[config.mk]
export PLATFORM = sky130hd
export DESIGN_NAME = stack_call_seq
export DESIGN_NICKNAME = d
export VERILOG_FILES = /design/src/rtl/sseq_pkg.sv /design/src/rtl/sseq_fsm.sv /design/src/rtl/sseq_dpath.sv /design/src/rtl/stack_call_seq.sv
export SDC_FILE = /design/constraint.sdc
export NUM_CORES = 1
export LEC_CHECK = 0
export ABC_AREA = 0
export BUFFER_PORTS_ARGS = -buffer_cell sky130_fd_sc_hd__buf_2
export CAP_MARGIN = 15
export CORE_UTILIZATION = 57
export DETAILED_ROUTE_END_ITERATION = 8
export PLACE_DENSITY = 0.86
export SETUP_SLACK_MARGIN = 0.5
export SYNTH_ARGS = -nofsm -noshare
export SYNTH_HDL_FRONTEND = slang
export SYNTH_HIERARCHICAL = 1
export SYNTH_SLANG_ARGS = --single-unit
export TNS_END_PERCENT = 100
[constraint.sdc]
create_clock -name clk -period 6.8 [get_ports clk]
set_input_delay 0 -clock clk [delete_from_list [all_inputs] [get_ports clk]]
set_output_delay 0 -clock clk [all_outputs]
set_load 0.005 [all_outputs]
[src/rtl/sseq_pkg.sv]
`timescale 1ns/1ps
package sseq_pkg;

   typedef enum logic [2:0] {
      CLS_PUSH_A = 3'd0,
      CLS_PUSH_P = 3'd1,
      CLS_PULL_A = 3'd2,
      CLS_PULL_P = 3'd3,
      CLS_CALL   = 3'd4,
      CLS_RET    = 3'd5,
      CLS_RETI   = 3'd6,
      CLS_NONE   = 3'd7
   } sseq_cls_e;

   localparam int unsigned STEP_W = 3;

   // bus cycle number (opcode fetch counts as 1) on which a class finishes
   function automatic logic [STEP_W-1:0] final_step(sseq_cls_e c);
      case (c)
         CLS_PUSH_A, CLS_PUSH_P: final_step = STEP_W'(3);
         CLS_PULL_A, CLS_PULL_P: final_step = STEP_W'(4);
         default:                final_step = STEP_W'(6);
      endcase
   endfunction

endpackage

[src/rtl/sseq_fsm.sv]
`timescale 1ns/1ps
module sseq_fsm
   import sseq_pkg::*;
(
   input  logic                clk,
   input  logic                rst_n,
   input  logic                start,
   input  logic [2:0]          op_class,
   output logic                accept,
   output logic [STEP_W-1:0]   step,
   output sseq_cls_e           cls,
   output logic                busy,
   output logic                last
);

   logic [STEP_W-1:0] step_q;
   sseq_cls_e         cls_q;

   assign busy   = (step_q != '0);
   assign accept = !busy && start && (sseq_cls_e'(op_class) != CLS_NONE);
   assign last   = busy && (step_q == final_step(cls_q));
   assign step   = step_q;
   assign cls    = cls_q;

   always_ff @(posedge clk or negedge rst_n) begin
      if (!rst_n) begin
         step_q <= '0;
         cls_q  <= CLS_PUSH_A;
      end else if (accept) begin
         step_q <= STEP_W'(2);
         cls_q  <= sseq_cls_e'(op_class);
      end else if (last) begin
         step_q <= '0;
      end else if (busy) begin
         step_q <= step_q + 1'b1;
      end
   end

   // a running sequence advances one step per clock regardless of start
   assert_step_advance_R9: assert property (@(posedge clk) disable iff (!rst_n)
      (busy && !last) |=> (step == $past(step) + 1'b1));

   // class 7 never launches a sequence
   assert_no_launch_cls7_R9: assert property (@(posedge clk) disable iff (!rst_n)
      (!busy && start && op_class == 3'd7) |=> !busy);

endmodule

[src/rtl/sseq_dpath.sv]
`timescale 1ns/1ps
module sseq_dpath
   import sseq_pkg::*;
#(
   parameter int unsigned       ADDR_W      = 16,
   parameter int unsigned       DATA_W      = 8,
   parameter int unsigned       STACK_PAGE  = 1,
   parameter logic [DATA_W-1:0] P_KEEP_MASK = 8'h30
)(
   input  logic                clk,
   input  logic                rst_n,
   input  logic                accept,
   input  logic [2:0]          op_class,
   input  logic [STEP_W-1:0]   step,
   input  sseq_cls_e           cls,
   input  logic [ADDR_W-1:0]   pc_in,
   input  logic [DATA_W-1:0]   sp_in,
   input  logic [DATA_W-1:0]   a_in,
   input  logic [DATA_W-1:0]   p_in,
   input  logic [DATA_W-1:0]   rdata,
   output logic [ADDR_W-1:0]   bus_addr,
   output logic                bus_wr,
   output logic [DATA_W-1:0]   bus_wdata,
   output logic [ADDR_W-1:0]   pc_q,
   output logic [DATA_W-1:0]   sp_q,
   output logic [DATA_W-1:0]   pull_q
);

   localparam logic [DATA_W-1:0] PAGE = DATA_W'(STACK_PAGE);

   logic [DATA_W-1:0] lo_q, dat_q, pkeep_q, p_merged;
   logic [ADDR_W-1:0] stk_addr;
   logic              is_push;

   assign stk_addr = {PAGE, sp_q};
   assign is_push  = (cls == CLS_PUSH_A) || (cls == CLS_PUSH_P);

   // pulled status: masked bits keep the value supplied at start
   for (genvar i = 0; i < DATA_W; i++) begin : g_pmerge
      if (P_KEEP_MASK[i]) begin : g_keep
         assign p_merged[i] = pkeep_q[i];
      end else begin : g_take
         assign p_merged[i] = rdata[i];
      end
   end

   always_comb begin
      bus_addr  = '0;
      bus_wr    = 1'b0;
      bus_wdata = '0;
      case (step)
         STEP_W'(2): bus_addr = pc_q;
         STEP_W'(3): begin
            bus_addr = stk_addr;
            if (is_push) begin
               bus_wr    = 1'b1;
               bus_wdata = dat_q;
            end
         end
         STEP_W'(4): begin
            bus_addr = stk_addr;
            if (cls == CLS_CALL) begin
               bus_wr    = 1'b1;
               bus_wdata = pc_q[ADDR_W-1:DATA_W];
            end
         end
         STEP_W'(5): begin
            bus_addr = stk_addr;
            if (cls == CLS_CALL) begin
               bus_wr    = 1'b1;
               bus_wdata = pc_q[DATA_W-1:0];
            end
         end
         STEP_W'(6): bus_addr = (cls == CLS_RETI) ? stk_addr : pc_q;
         default: ;
      endcase
   end

   always_ff @(posedge clk or negedge rst_n) begin
      if (!rst_n) begin
         pc_q    <= '0;
         sp_q    <= '0;
         lo_q    <= '0;
         dat_q   <= '0;
         pkeep_q <= '0;
         pull_q  <= '0;
      end else if (accept) begin
         pc_q    <= pc_in;
         sp_q    <= sp_in;
         pkeep_q <= p_in;
         dat_q   <= (sseq_cls_e'(op_class) == CLS_PUSH_P) ? p_in : a_in;
      end else begin
         case (step)
            STEP_W'(2): if (cls == CLS_CALL) begin
               lo_q <= rdata;
               pc_q <= pc_q + 1'b1;
            end
            STEP_W'(3): begin
               if (is_push)               sp_q <= sp_q - 1'b1;
               else if (cls != CLS_CALL)  sp_q <= sp_q + 1'b1;
            end
            STEP_W'(4): begin
               case (cls)
                  CLS_PULL_A: pull_q <= rdata;
                  CLS_PULL_P: pull_q <= p_merged;
                  CLS_RET: begin
                     pc_q[DATA_W-1:0] <= rdata;
                     sp_q <= sp_q + 1'b1;
                  end
                  CLS_RETI: begin
                     pull_q <= p_merged;
                     sp_q   <= sp_q + 1'b1;
                  end
                  CLS_CALL: sp_q <= sp_q - 1'b1;
                  default: ;
               endcase
            end
            STEP_W'(5): begin
               case (cls)
                  CLS_RET:  pc_q[ADDR_W-1:DATA_W] <= rdata;
                  CLS_RETI: begin
                     pc_q[DATA_W-1:0] <= rdata;
                     sp_q <= sp_q + 1'b1;
                  end
                  CLS_CALL: sp_q <= sp_q - 1'b1;
                  default: ;
               endcase
            end
            STEP_W'(6): begin
               case (cls)
                  CLS_RET:  pc_q <= pc_q + 1'b1;
                  CLS_RETI: pc_q[ADDR_W-1:DATA_W] <= rdata;
                  CLS_CALL: pc_q <= {rdata, lo_q};
                  default: ;
               endcase
            end
            default: ;
         endcase
      end
   end

   // writes only ever land in the stack page
   assert_write_in_page_R8: assert property (@(posedge clk) disable iff (!rst_n)
      bus_wr |-> (bus_addr[ADDR_W-1:DATA_W] == PAGE));

   // the second call push goes one slot below the first, same page
   assert_call_push_order_R7: assert property (@(posedge clk) disable iff (!rst_n)
      (bus_wr && step == STEP_W'(4)) |=>
         (bus_wr && bus_addr[DATA_W-1:0] == $past(bus_addr[DATA_W-1:0]) - 1'b1
                 && bus_addr[ADDR_W-1:DATA_W] == PAGE));

   // the final return read targets the two bytes just pulled
   assert_ret_target_R5: assert property (@(posedge clk) disable iff (!rst_n)
      (step == STEP_W'(6) && cls == CLS_RET) |->
         (bus_addr == {$past(rdata), $past(rdata, 2)}));

endmodule

[src/rtl/stack_call_seq.sv]
`timescale 1ns/1ps
module stack_call_seq
   import sseq_pkg::*;
#(
   parameter int unsigned ADDR_W      = 16,
   parameter int unsigned DATA_W      = 8,
   parameter int unsigned STACK_PAGE  = 1,
   parameter logic [7:0]  P_KEEP_MASK = 8'h30
)(
   input  logic              clk,
   input  logic              rst_n,
   input  logic              start,
   input  logic [2:0]        op_class,
   input  logic [ADDR_W-1:0] pc_in,
   input  logic [DATA_W-1:0] sp_in,
   input  logic [DATA_W-1:0] a_in,
   input  logic [DATA_W-1:0] p_in,
   input  logic [DATA_W-1:0] rdata,
   output logic              bus_en,
   output logic [ADDR_W-1:0] bus_addr,
   output logic              bus_wr,
   output logic [DATA_W-1:0] bus_wdata,
   output logic              done,
   output logic [ADDR_W-1:0] pc_out,
   output logic [DATA_W-1:0] sp_out,
   output logic [DATA_W-1:0] pull_val
);

   if (ADDR_W != 2 * DATA_W) begin : g_bad_width
      $error("stack_call_seq: ADDR_W must be twice DATA_W");
   end
   if (DATA_W != 8) begin : g_bad_data
      $error("stack_call_seq: status mask assumes an 8-bit data path");
   end
   if (STACK_PAGE >= (1 << DATA_W)) begin : g_bad_page
      $error("stack_call_seq: STACK_PAGE does not fit the high address byte");
   end

   logic [STEP_W-1:0] step;
   sseq_cls_e         cls;
   logic              accept, busy, last, done_q;

   sseq_fsm u_fsm (
      .clk      (clk),
      .rst_n    (rst_n),
      .start    (start),
      .op_class (op_class),
      .accept   (accept),
      .step     (step),
      .cls      (cls),
      .busy     (busy),
      .last     (last)
   );

   sseq_dpath #(
      .ADDR_W      (ADDR_W),
      .DATA_W      (DATA_W),
      .STACK_PAGE  (STACK_PAGE),
      .P_KEEP_MASK (P_KEEP_MASK)
   ) u_dpath (
      .clk       (clk),
      .rst_n     (rst_n),
      .accept    (accept),
      .op_class  (op_class),
      .step      (step),
      .cls       (cls),
      .pc_in     (pc_in),
      .sp_in     (sp_in),
      .a_in      (a_in),
      .p_in      (p_in),
      .rdata     (rdata),
      .bus_addr  (bus_addr),
      .bus_wr    (bus_wr),
      .bus_wdata (bus_wdata),
      .pc_q      (pc_out),
      .sp_q      (sp_out),
      .pull_q    (pull_val)
   );

   always_ff @(posedge clk or negedge rst_n) begin
      if (!rst_n) done_q <= 1'b0;
      else        done_q <= last;
   end

   assign done   = done_q;
   assign bus_en = busy;

   // completion strobe lasts one clock and follows a finished sequence
   assert_done_single_R9: assert property (@(posedge clk) disable iff (!rst_n)
      done |=> !done);
   assert_done_idle_R9: assert property (@(posedge clk) disable iff (!rst_n)
      done |-> !bus_en);

   // reset leaves the bus quiet and no strobe pending
   assert_reset_quiet_R10: assert property (@(posedge clk)
      !rst_n |=> (!done && !bus_en && !bus_wr));

endmodule

==> summary.txt <==
Yosys
  • Mapped cell area: 4011 sq um
  • Post-synth top flop: dfrtp_1
  • Distinct cells, synth: 66
  • Mean Syn Cell Area: 8.914 sq um
  • Mapped Nets: about 510
  • Ys Warns: 6
  • Register bit total from synthesis: 57
  • Post-synth EDFFs: 0
  • Post-synthesis cell count: 450
  • Ys async rst share: 100.0%
  • Sequential area share after synthesis: approximately 36%

Power
  • Total internal power: approximately 1.3 mW
  • Worst vdd ir: ~0.26 mV
  • Combinational Power Share: roughly half
  • Cell Pwr Density: ~450 nW/um^2
  • Clock Power Share: 15.2%
  • Pwr Total: ~2.4 mW
  • Leakage: roughly 2.4 nW
  • Sequential power share: roughly a third
  • Switch share: 44.77%
  • Switching power total: about 1.1 mW

Clock tree
  • Skew-Pair Late Insertion Delay: 0.34 ns
  • Num CTS Buffers: 9
  • CTS tree: built
  • H-Tree Depth: 3
  • Clock buffer depth: 2
  • Root Driver: clkbuf_8
  • CTS clk-pin slew, worst paths: 0.07 ns
  • CTS Hold Bufs: 41
  • Gates resized, CTS repair: 0
  • Postcts setup bufs: 0
  • Clock Sinks: 57

Finish
  • Final non-filler cell total: ~690
  • Fillers: approximately 450
  • ANT cells: 0
  • Share of layout cells above drive strength 1: roughly 28%
  • Most common cell after layout, fill and taps aside: buf_2
  • Commonest cells after routing, fill and taps aside: buf_2 (112), dfrtp_1 (57), dlygate4sd3_1 (41)
  • P&R area growth vs syn: 29.63%
  • Final #Nets: between 600 and 700

Route
  • Total wire length: ~13,000 microns
  • Remaining routing DRC violations: 0
  • Vias per cell: 6.469
  • Initial DRC count: roughly 570
  • DR WL/cell: between 15 and 20 microns
  • ANT nets after route: 0
  • Vias: around 4,400
  • Detailed Routing Iterations Pass 1: 5

Hold path
  • Worst hold path type: in -> reg

Global routing
  • GRT Total Usage: 34.80%
  • Overflow after GRT: 0
  • Vias in the first global route: about 4,000
  • First-pass GRT wire length: 19,810 microns
  • Antenna violations before repair: 0
  • Largest net degree at the start of global routing: 58

Critical path
  • Worst Path Required: ~7.0 ns
  • Worst Setup End Kind: flop
  • Worst EP arrival: 4.18 ns
  • Crit Path Max Fanout: 38
  • Startpoint class of the critical path: flop
  • Crit path kind: reg -> reg

STA
  • Fin crit period: just under 4 ns
  • Worst Tran Pin Value: around 1.2 ns
  • Maximum clock frequency: roughly 0.25 GHz
  • Final setup viols: 0
  • Setup TNS: 0 ns
  • Final Skew: roughly 0.0068 ns
  • Unrepaired setup endpoints after global routing: no
  • Slew HR: 19.23%
  • Hold Violations, Final: 0
  • Pins Over Slew Limit: 0
  • Crit share post-route: between 50% and 60%

Place
  • I/O Buffers: about 110
  • Placer congestion estimate: 0.8963
  • Hpwl dp: approximately 8100 microns
  • Placed insts: 629

Floorplan
  • Row cnt: 30
  • Starting Density: about three fifths
  • Die W: roughly 86 microns
  • Die height: approximately 86 microns
  • Core region area: ~6800 sq um
  • # IOs: roughly 110
  • Die footprint: approximately 7400 sq um

Job
  • MaxCap Viol Count: 0

Status
  • Run status: completed
==> logic make-up after synthesis <==
family          Yosys count  share of synthesized area (%)
compound gates          137                          23.43
xor+xnor                  6                          1.310
fa+ha+maj                 5                          1.560
buf+inv                  47                          5.427
flops                    57                          35.56
mux                      40                          10.73
simple gates            158                          21.99
==> per-layer routing <==
layer | part of all wire [%] | wire, microns | up-vias | GRT usage (%)
met5 | 0 | 0 | - | 0
li1 | - | - | 1949 | -
met2 | 47 | 6033 | 343 | 55.92
met3 | 9.8 | 1254 | 66 | 5.871
met4 | 4.6 | 596 | 0 | 21.52
met1 | 39 | 4956 | 2080 | 43.82
==> worst max-delay path, cell delays in order (launching register included) <==
cell and delay, ns:
dfrtp_1 0.75, inv_1 0.19, ha_1 0.27, nand3b_1 0.19, a31oi_4 0.84, nor2b_1 0.10, a32oi_1 0.99, o21ai_0 0.23
a32o_1 0.27
==> synth_stat cells, drive strengths merged (3+ instances only) <==
cell type / count / area, sq um
dfrtp: 57 / 1426
a2bb2oi: 4 / 35.03
nand3: 22 / 110.1
a22o: 10 / 87.58
and2: 9 / 56.30
a211o: 3 / 26.28
and3: 6 / 37.54
clkbuf: 17 / 63.81
o21ai: 39 / 195.2
a32o: 5 / 50.05
mux2i: 19 / 190.2
and4: 4 / 35.03
xor2: 3 / 26.28
buf: 17 / 105.1
a31oi: 9 / 62.56
a221o: 3 / 30.03
nor2b: 5 / 38.78
or4: 4 / 37.53
nor2: 33 / 123.9
a21oi: 23 / 115.1
xnor2: 3 / 26.28
o2111ai: 3 / 26.28
nor3b: 7 / 62.56
o22ai: 6 / 37.54
inv: 13 / 48.79
a221oi: 4 / 35.03
nand4: 4 / 25.02
mux2: 21 / 240.2
o31ai: 3 / 22.52
ha: 5 / 62.56
nor3: 4 / 20.02
nand2: 30 / 112.6
a21o: 6 / 45.04
o211ai: 4 / 30.03
nand2b: 16 / 100.1
==> metrics by stage <==
| step | utilization [%] | cell area, sq um | worst slack [ns] | hold WS, ns |
|---|---|---|---|---|
| floorplan | - | 4011 | 4.304 | -0.2956 |
| global placement | 67.26 | 4569 | 3.184 | 0.1894 |
| detailed placement | 67.26 | 4569 | 2.943 | 0.1939 |
| CTS | 76.54 | 5200 | 2.943 | 0.002559 |
| global route | 76.54 | 5200 | 2.484 | 0.01577 |
| finish | 76.54 | 5200 | 2.853 | 0.01418 |
==> worst paths after layout <==
| path | startpoint | to | slack (ns) | depth (start not counted) |
|---|---|---|---|---|
| worst min register to register | u_dpath/pull_q[5] | u_dpath/pull_q[5] | 0.50 | 2 |
| min in group asynchronous | rst_n | done | 0.34 | 3 |
| worst min-delay path | pc_in[3] | u_dpath/pc_q[3] | 0.01 | 3 |
| worst max register to register | u_fsm/step[0] | u_dpath/pc_q[15] | 2.85 | 8 |
| max in group asynchronous | rst_n | u_dpath/dat_q[6] | 5.96 | 3 |
| worst max-delay path | u_fsm/step[0] | u_dpath/pc_q[15] | 2.85 | 8 |
==> sequential cells by signal (all words and copies together), names as in the netlist <==
signal and count:
u_dpath/dat_q 8, u_dpath/lo_q 8, u_dpath/sp_q 8, u_dpath/pc_q 16, done 1, u_dpath/pull_q 8, u_fsm/step 3, u_fsm/cls 3
u_dpath/pkeep_q 2
==> power by group through the flow <==
stage / logic, mW / clock network (mW) / registers (mW)
finish: 1.20 / 0.358 / 0.804
global route: 1.29 / 0.373 / 0.828
CTS: 1.16 / 0.360 / 0.789
detailed placement: 1.13 / 0 / 0.793
global placement: 1.08 / 0 / 0.785
floorplan: 0.898 / 0 / 0.653
==> cell type report <==
class	count	area, sq um	share of cell area (%)
sequential	57	1426	27.43
clock inverter	5	78.83	1.516
clock buffer	11	141.4	2.719
multi-input combinational	346	2376	45.69
tap	96	120.1	2.310
inverter	13	48.80	0.9384
timing repair buffer	158	1008	19.39
Power figures use the tool's default switching activity.
